===== config.mk =====
export PLATFORM = sky130hd
export DESIGN_NAME = layer_pretrigger
export DESIGN_NICKNAME = d
export VERILOG_FILES = /design/src/rtl/lpt_pkg.sv /design/src/rtl/lpt_layer_detect.sv /design/src/rtl/lpt_popcount.sv /design/src/rtl/lpt_sat_counter.sv /design/src/rtl/layer_pretrigger.sv
export SDC_FILE = /design/constraint.sdc
export NUM_CORES = 1
export LEC_CHECK = 0
export BUFFER_PORTS_ARGS = -buffer_cell sky130_fd_sc_hd__buf_4
export CAP_MARGIN = 20
export CORE_MARGIN = 5
export CORE_UTILIZATION = 47
export DETAILED_ROUTE_END_ITERATION = 8
export PLACE_DENSITY = 0.94
export SYNTH_ARGS = -nofsm -noshare
export SYNTH_HDL_FRONTEND = slang
export SYNTH_SLANG_ARGS = --single-unit

===== constraint.sdc =====
create_clock -name clk -period 5.7 [get_ports clk]
set_input_delay 0.855 -clock clk [delete_from_list [all_inputs] [get_ports clk]]
set_output_delay 0.855 -clock clk [all_outputs]
set_load 0.02 [all_outputs]

===== src/rtl/lpt_pkg.sv =====
package lpt_pkg;

  // Width needed to hold a count from 0 to n inclusive.
  function automatic int count_width(input int n);
    return $clog2(n + 1);
  endfunction

endpackage


===== src/rtl/lpt_layer_detect.sv =====
module lpt_layer_detect #(
  parameter int NUM_LAYERS     = 6,
  parameter int HITS_PER_LAYER = 32,
  localparam int HB            = NUM_LAYERS * HITS_PER_LAYER
) (
  input  logic [HB-1:0]         hits,
  output logic [NUM_LAYERS-1:0] layer_any
);

  // One OR-reduction per layer slice.
  for (genvar l = 0; l < NUM_LAYERS; l++) begin : g_layer
    assign layer_any[l] = |hits[l*HITS_PER_LAYER +: HITS_PER_LAYER];
  end

endmodule


===== src/rtl/lpt_popcount.sv =====
module lpt_popcount #(
  parameter int N = 6,
  localparam int W = $clog2(N + 1)
) (
  input  logic [N-1:0] bits,
  output logic [W-1:0] cnt
);

  always_comb begin
    cnt = '0;
    for (int i = 0; i < N; i++) cnt = cnt + W'(bits[i]);
  end

endmodule


===== src/rtl/lpt_sat_counter.sv =====
module lpt_sat_counter #(
  parameter int W = 32
) (
  input  logic         clk,
  input  logic         rst_n,
  input  logic         clr,
  input  logic         inc,
  output logic [W-1:0] value
);

  localparam logic [W-1:0] FULL = '1;

  always_ff @(posedge clk or negedge rst_n) begin
    if (!rst_n)                   value <= '0;
    else if (clr)                 value <= '0;
    else if (inc && value != FULL) value <= value + 1'b1;
  end

  AST_NO_OVERFLOW: assert property (@(posedge clk) disable iff (!rst_n)
    (value == FULL && !clr) |=> value == FULL);
  AST_CLEAR_ZERO: assert property (@(posedge clk) disable iff (!rst_n)
    clr |=> value == '0);
  AST_STEP_ONE: assert property (@(posedge clk) disable iff (!rst_n)
    !clr |=> (value == $past(value) || value == $past(value) + 1'b1));

endmodule


===== src/rtl/layer_pretrigger.sv =====
module layer_pretrigger
  import lpt_pkg::*;
#(
  parameter int NUM_LAYERS     = 6,
  parameter int HITS_PER_LAYER = 32,
  parameter int EVT_W          = 32,
  localparam int CW            = $clog2(NUM_LAYERS + 1),
  localparam int HB            = NUM_LAYERS * HITS_PER_LAYER
) (
  input  logic             clk,
  input  logic             rst_n,
  input  logic             in_valid,
  input  logic [HB-1:0]    layer_hits,
  input  logic             layer_trig_en,
  input  logic [CW-1:0]    layer_thresh,
  input  logic             pat_trig_en,
  input  logic [CW-1:0]    pat_thresh,
  input  logic [CW-1:0]    pat_layers,
  input  logic             evt_clr,
  output logic [CW-1:0]    layer_count_o,
  output logic             layer_trig_o,
  output logic             pat_trig_o,
  output logic             pretrig_o,
  output logic [EVT_W-1:0] layer_evt_o,
  output logic [EVT_W-1:0] pretrig_evt_o
);

  localparam int PKG_CW = count_width(NUM_LAYERS);

  logic [NUM_LAYERS-1:0] layer_any;
  logic [PKG_CW-1:0]     hit_cnt;
  logic                  layer_fire, pat_fire, pre_fire;
  logic                  past_ok;

  lpt_layer_detect #(.NUM_LAYERS(NUM_LAYERS), .HITS_PER_LAYER(HITS_PER_LAYER)) u_detect (
    .hits      (layer_hits),
    .layer_any (layer_any)
  );

  lpt_popcount #(.N(NUM_LAYERS)) u_count (
    .bits (layer_any),
    .cnt  (hit_cnt)
  );

  // Same-crossing decisions for both candidates.
  always_comb begin
    layer_fire = in_valid && layer_trig_en && (hit_cnt >= layer_thresh);
    pat_fire   = in_valid && pat_trig_en   && (pat_layers >= pat_thresh);
    pre_fire   = layer_fire || pat_fire;
  end

  always_ff @(posedge clk or negedge rst_n) begin
    if (!rst_n) begin
      layer_count_o <= '0;
      layer_trig_o  <= 1'b0;
      pat_trig_o    <= 1'b0;
      pretrig_o     <= 1'b0;
      past_ok       <= 1'b0;
    end else begin
      layer_count_o <= hit_cnt;
      layer_trig_o  <= layer_fire;
      pat_trig_o    <= pat_fire;
      pretrig_o     <= pre_fire;
      past_ok       <= 1'b1;
    end
  end

  lpt_sat_counter #(.W(EVT_W)) u_layer_evt (
    .clk (clk), .rst_n (rst_n), .clr (evt_clr), .inc (layer_fire), .value (layer_evt_o)
  );

  lpt_sat_counter #(.W(EVT_W)) u_pre_evt (
    .clk (clk), .rst_n (rst_n), .clr (evt_clr), .inc (pre_fire), .value (pretrig_evt_o)
  );

  AST_COUNT_TRACKS: assert property (@(posedge clk) disable iff (!rst_n)
    past_ok |-> layer_count_o == CW'($countones($past(layer_any))));
  AST_TRIG_NEEDS_EN: assert property (@(posedge clk) disable iff (!rst_n)
    layer_trig_o |-> $past(layer_trig_en && in_valid));
  AST_TRIG_THRESH: assert property (@(posedge clk) disable iff (!rst_n)
    layer_trig_o |-> layer_count_o >= $past(layer_thresh));
  AST_PAT_NEEDS_EN: assert property (@(posedge clk) disable iff (!rst_n)
    pat_trig_o |-> $past(pat_trig_en && in_valid));
  AST_PRETRIG_COVERS: assert property (@(posedge clk) disable iff (!rst_n)
    (layer_trig_o || pat_trig_o) |-> pretrig_o);
  AST_LAYER_EVT_MOVES: assert property (@(posedge clk) disable iff (!rst_n)
    (layer_fire && !evt_clr && layer_evt_o != '1) |=> layer_evt_o == $past(layer_evt_o) + 1'b1);

endmodule


==> flow_metrics.tcl, run 1 <==
set metrics [dict create \
    status "complete, no violations" \
    ys_ff_latch 70 \
    grt_pass1_wl_mm 27.7 \
    min_from "u_pre_evt.value[5]" \
    crit_type "input pin to register" \
    fin_util_pct 74.0 \
    synth_largest_area_cell "dfrtp_1" \
    io_pins 277 \
    synth_most_common_cell "dfrtp_1" \
    worst_path_largest_cell_delay_ps 530 \
    leakagePower_nw 3.03 \
    synth_top_family_by_area "simple AND/OR/NAND/NOR gates" \
    hold_buffers 0 \
    finalHoldViolations 0 \
    holdPathStages 2 \
    yosys-top-cells-area "dfrtp_1, o31ai_1, or4_1, nor4_1, a21oi_1" \
    fin_skew_ps 12.3 \
    slowest_stage "fa_1" \
    ant_nets 0 \
    setup_viol 0 \
    routedWlPerCell_um 19.7 \
    yosysSeqAreaShare_pct 38.6 \
    r2r_start "u_pre_evt.value[2]" \
    n_antenna_cell 0 \
    clockBufferDepth 2 \
    grt_max_degree 73 \
    clkSlewWorstSetupHoldPaths_ps 70 \
    reg2reg_depth 5 \
    start_kind "input pin" \
    crit_fanout 59 \
    fin_crit_ps 5200 \
    synth_top_area_share_pct 38.6 \
    dieHeight_um 108 \
    layout-drive-gt1-share_pct 40.7 \
    end_kind "register" \
    avgSynthCellArea_sq_um 8.82 \
    synth-xor-area-share_pct 0 \
    async_reset_ff_share_pct 100 \
    synthFlopType "dfrtp_1" \
    synth_edf_count 0 \
    maxCapViolations 0 \
    synthMuxAreaShare_pct 2.15 \
    cts_sinks 70 \
    yosysWarningCount 0 \
    cts_root_buffer "clkbuf_8" \
    cts_resized 0 \
    whs_endpoint "u_pre_evt.value[5]" \
    yosys.area_share.simple_pct 33.7 \
    yosys.cell_types.count 42 \
    die_area_sq_mm 0.0117 \
    first_iter_violations 471 \
    dieWidth_um 108 \
    synth_cells 515 \
    cts_buffers 9 \
    ir_worst_vdd_v 0.000108 \
    synth-adder-area-share_pct 3.80 \
    synthTopCellsByCount "dfrtp_1, a21oi_1, nor4_1" \
    rsz0062_at_grt "no" \
    syn_nets 734 \
    worstMarginPinSlew_ps 900 \
    vias_per_cell 6.19 \
    drt-pass1-iter-count 5 \
    slew_headroom_pct 40.0 \
    clk_latency_ps 350 \
    r2r_slack_ps 3070 \
    dpl.hpwl_mm 14.2 \
    grt_pass1_vias 5448 \
    area_growth_pct 52.0 \
    cts_tree "done" \
    crit_top_cell "inv_1" \
    hold_class "register to register" \
    worstPathArrival_ps 5430 \
    post-route-drc-count 0 \
    grt_usage_pct 29.9 \
    routed_wl_mm 18.0 \
    synth_compound_area_share_pct 16.8 \
    place_congestion 1.07 \
    path_cells "buf_4 -> nor4_1 -> nand4_1 -> or2_2 -> ha_1 -> inv_1 -> fa_1 -> inv_1 -> fa_1 -> inv_1 -> fa_1 -> inv_1 -> ha_1 -> nand2_1 -> o21ai_1 -> a32oi_2 -> buf_12 -> nor4b_1 -> mux2_4" \
    tns_ps 0 \
    timing.final.crit_share_pct 91.3 \
    synth_area_sq_mm 0.00454 \
    row_count 35 \
    p_total_mw 1.10 \
    layout.nets 995 \
    hold_ws_ps 577 \
    powerDensity_mw_per_mm2 159 \
    cts_setup_buffers 0 \
    critPathRequiredTime_ps 5930 \
    antenna_found_initial 0 \
    drv_slew 0 \
    worstReg2RegEnd "u_pre_evt.value[26]" \
    core_area_sq_mm 0.00933 \
    fillers 663 \
    max_freq_mhz 192 \
    initial_core_util_pct 48.7 \
    vias 5634 \
    overflow 0 \
    htree_levels 3 \
    numPortBuffers 276 \
]
report_power, final:
group          internal, mW  leakage, nW  switching, mW
Sequential            0.499        0.964        0.00347
Combinational         0.108         1.97         0.0776
Clock                 0.214       0.0955          0.195
metal layers:
layer / GRT usage [%] / share of wire [%]
met1: 39.6 / 39
met2: 49.7 / 50
met3: 6.75 / 8.6
met4: 7.75 / 1.8
met5: 0 / 0
flip-flops by register name (all words and copies together) (netlist names):
| signal | cells |
|---|---|
| pat_trig_o | 1 |
| pretrig_o | 1 |
| u_pre_evt.value | 32 |
| layer_count_o | 3 |
| u_layer_evt.value | 32 |
| layer_trig_o | 1 |
placed cells by master (no fill, tap or decap), types with 3 or more instances in the layout:
cell	Yosys	final
nor4_1	55	55
nor2b_1	9	9
o21ai_1	3	3
and3_1	11	11
dfrtp_1	70	70
ha_1	9	9
nand3_1	25	25
buf_4	1	279
o31ai_1	47	47
fa_1	3	3
o21ai_0	8	8
or3_1	10	10
nor2_1	18	18
clkbuf_8	0	10
or2_2	5	5
nor3_1	3	3
and4_1	3	3
mux2_2	5	5
or4_1	46	46
nand2_1	23	23
a21oi_1	57	57
and2_1	5	5
nand4_1	31	31
inv_1	21	21
cell type report:
class,instances,area [sq um],share of cell area (%)
multi-input cells,393,2570,37.3
flip-flops and latches,70,1750,25.4
well taps,129,161,2.34
clock inverters,5,58.8,0.852
clock buffers,11,141,2.05
repair buffers,281,2130,30.9
inverters,21,78.8,1.14
cells by family after synthesis:
logic type,Yosys count
DFF,70
and+or+nand+nor,251
buffers and inverters,52
adders and majority gates,12
AOI/OAI and AO/OA,122
muxes,8
stage by stage:
stage | worst slack (ps) | cell area (sq um) | instances
floorplan | 854 | 4540 | 515
global placement | 307 | 6690 | 893
detailed placement | 74.2 | 6690 | 893
CTS | 491 | 6890 | 909
global route | 207 | 6900 | 910
finish | 496 | 6900 | 910
critical path, delay by kind of cell:
| kind | cells | cell delay, ps |
|---|---|---|
| compound gates | 2 | 460 |
| fa+ha+maj | 5 | 1730 |
| buf+inv | 6 | 590 |
| mux | 1 | 330 |
| simple gates | 5 | 1430 |
worst max path at each step:
stage              startpoint                    end  slack, ps  cells after the start
2_1_floorplan   layer_hits[2]  u_layer_evt.value[12]        850                     18
3_3_place_gp   layer_hits[25]     u_pre_evt.value[9]        310                     19
6_report       layer_hits[25]     u_pre_evt.value[9]        500                     19
5_1_grt        layer_hits[25]     u_pre_evt.value[9]        210                     19
3_5_place_dp   layer_hits[25]     u_pre_evt.value[9]         70                     19
4_1_cts        layer_hits[25]     u_pre_evt.value[9]        490                     19
No activity file was read; power rests on OpenSTA's default activity.
==> run 2, diff against run 1 <==
--- a/config.mk
+++ b/config.mk
@@ -7,8 +7,11 @@
 export LEC_CHECK = 0
 export BUFFER_PORTS_ARGS = -buffer_cell sky130_fd_sc_hd__buf_4
 export CAP_MARGIN = 20
+export CELL_PAD_IN_SITES_DETAIL_PLACEMENT = 1
+export CELL_PAD_IN_SITES_GLOBAL_PLACEMENT = 2
+export CORE_ASPECT_RATIO = 1.75
 export CORE_MARGIN = 5
-export CORE_UTILIZATION = 47
+export CORE_UTILIZATION = 25
 export DETAILED_ROUTE_END_ITERATION = 8
 export PLACE_DENSITY = 0.94
 export SYNTH_ARGS = -nofsm -noshare
==> run 2 against run 1 <==
Critical path depth did not move; clock skew is 3.0 ps lower; register-to-register slack is essentially flat; highest routed layer unchanged; core utilization fell by 34 points; die area up 80%; global-route usage shrank 12 points; clock-buffer cell count unchanged; sequential share of layout area shrank 1.0 points; cell count increased by 11%; critical endpoint unchanged.
==> flow_metrics.tcl, run 2 (synthesized netlist as in run 1, its figures left out) <==
set metrics [dict create \
    place_congestion 0.905 \
    initial_core_util_pct 25.3 \
    fin_area_sq_mm 0.00718 \
    area_growth_pct 58.2 \
    drt-pass1-iter-count 4 \
    place_inst 997 \
    ant_nets 0 \
    hold_ws_ps 581 \
    dieHeight_um 188 \
    routedWlPerCell_um 19.5 \
    tns_ps 0 \
    layout_commonest_cell "buf_4" \
    final_cell_mix "buf_4, dfrtp_1, a21oi_1" \
    vias 5428 \
    dpl_cell_area_sq_mm 0.00683 \
    grt_usage_pct 18.0 \
    fillers 2119 \
    timing.final.crit_share_pct 88.5 \
    reg.largest.list "u_layer_evt.value: 32 flops, u_pre_evt.value: 32 flops, layer_count_o: 3 flops" \
    core_area_sq_mm 0.0180 \
    vias_per_cell 5.35 \
    maxCapViolations 0 \
    fin_util_pct 40.0 \
    cts_buffers 9 \
    hold_buffers 0 \
    worstPathArrival_ps 5260 \
    antenna_found_initial 0 \
    cts_resized 0 \
    final.setup.worst_slack_ps 654 \
    clk_latency_ps 340 \
    crit_type "input pin to register" \
    crit_fanout 59 \
    ir_worst_vdd_v 0.000138 \
    layout.nets 994 \
    end_kind "register" \
    dpl.hpwl_mm 16.0 \
    rsz0062_at_grt "no" \
    p_switching_mw 0.303 \
    layout.cells.non_filler 1014 \
    numPortBuffers 276 \
    critPathRequiredTime_ps 5910 \
    htree_levels 3 \
    grt_pass1_vias 5710 \
    dp_slack_ps 236 \
    die_area_sq_mm 0.0211 \
    multi_input_comb_area_sq_mm 0.00258 \
    pwr-share-clk_pct 49.0 \
    ff_latch_area_sq_mm 0.00175 \
    p_comb_share_pct 13.8 \
    cts_setup_buffers 0 \
    leakagePower_nw 3.11 \
    dieWidth_um 112 \
    cts_tree "done" \
    io_pins 277 \
    finalHoldViolations 0 \
    overflow 0 \
    setup_viol 0 \
    worstMarginPinSlew_ps 984 \
    p_int_mw 1.05 \
    post-route-drc-count 0 \
    row_count 65 \
    fin_crit_ps 5050 \
    powerDensity_mw_per_mm2 188 \
    switching_share_pct 22.4 \
    clockBufferDepth 2 \
    routed_wl_mm 19.8 \
    layout-drive-gt1-share_pct 40.6 \
    grt_pass1_wl_mm 30.3 \
    start_kind "input pin" \
    p_total_mw 1.35 \
    n_antenna_cell 0 \
    slew_headroom_pct 34.4 \
    seq_power_share_pct 37.2 \
    first_iter_violations 201 \
    clkSlewWorstSetupHoldPaths_ps 60 \
    cts_root_buffer "clkbuf_16" \
    hold_class "register to register" \
    status "complete, no violations" \
    drv_slew 0 \
    max_freq_mhz 198 \
    cts_sinks 70 \
    grt_max_degree 73 \
    fin_skew_ps 9.37 \
]
run 2: changes by cell type in the layout (fill, tap and decap cells not counted):
cell	delta
clkinvlp_4	-1
buf_4	-1
nor4_2	-1
clkinv_2	-1
clkbuf_16	+9
clkbuf_8	-9
nor4_4	+1
bufinv_16	+2
run 2: routing by layer:
| layer | global-route usage (%) | vias up | share of wire [%] |
|---|---|---|---|
| met5 | 0 | - | 0 |
| met4 | 5.25 | 0 | 2.1 |
| met3 | 3.50 | 19 | 6.8 |
| met2 | 34.9 | 198 | 56 |
| met1 | 19.3 | 2640 | 35 |
| li1 | - | 2571 | - |
run 2: power groups by stage:
stage                     Combinational [mW]  Sequential [mW]  Clock [mW]
after floorplan                       0.0389            0.515           0
after global placement                 0.185            0.512           0
after detailed placement               0.188            0.512           0
after CTS                              0.188            0.503       0.677
after global routing                   0.202            0.503       0.701
final                                  0.186            0.503       0.662
run 2: critical path: stages:
cell and delay [ps]:
buf_4 110, nor4_1 340, nand4_1 140, or2_2 320, ha_1 280, inv_1 50
fa_1 530, inv_1 60, fa_1 420, inv_1 80, fa_1 400, inv_1 90
ha_1 130, nand2_1 50, o21ai_1 320, a32oi_2 120, buf_12 210, nor4b_1 420
mux2_4 340
run 2: final timing paths:
kind,endpoint,startpoint,slack (ps),cells after the start
min,u_layer_evt.value[26],u_layer_evt.value[26],580,2
min in group asynchronous,u_layer_evt.value[22],rst_n,620,1
min reg2reg,u_layer_evt.value[26],u_layer_evt.value[26],580,2
max,u_pre_evt.value[9],layer_hits[49],650,19
max in group asynchronous,u_pre_evt.value[10],rst_n,4370,1
max reg2reg,u_pre_evt.value[28],u_pre_evt.value[2],3060,5
run 2: layout make-up:
| type | count | area share, % |
|---|---|---|
| inverters | 21 | 1.10 |
| clock buffers | 11 | 3.38 |
| flip-flops and latches | 70 | 24.4 |
| well taps | 234 | 4.08 |
| multi-input cells | 393 | 36.0 |
| repair buffers | 280 | 29.6 |
| clock inverters | 5 | 1.48 |
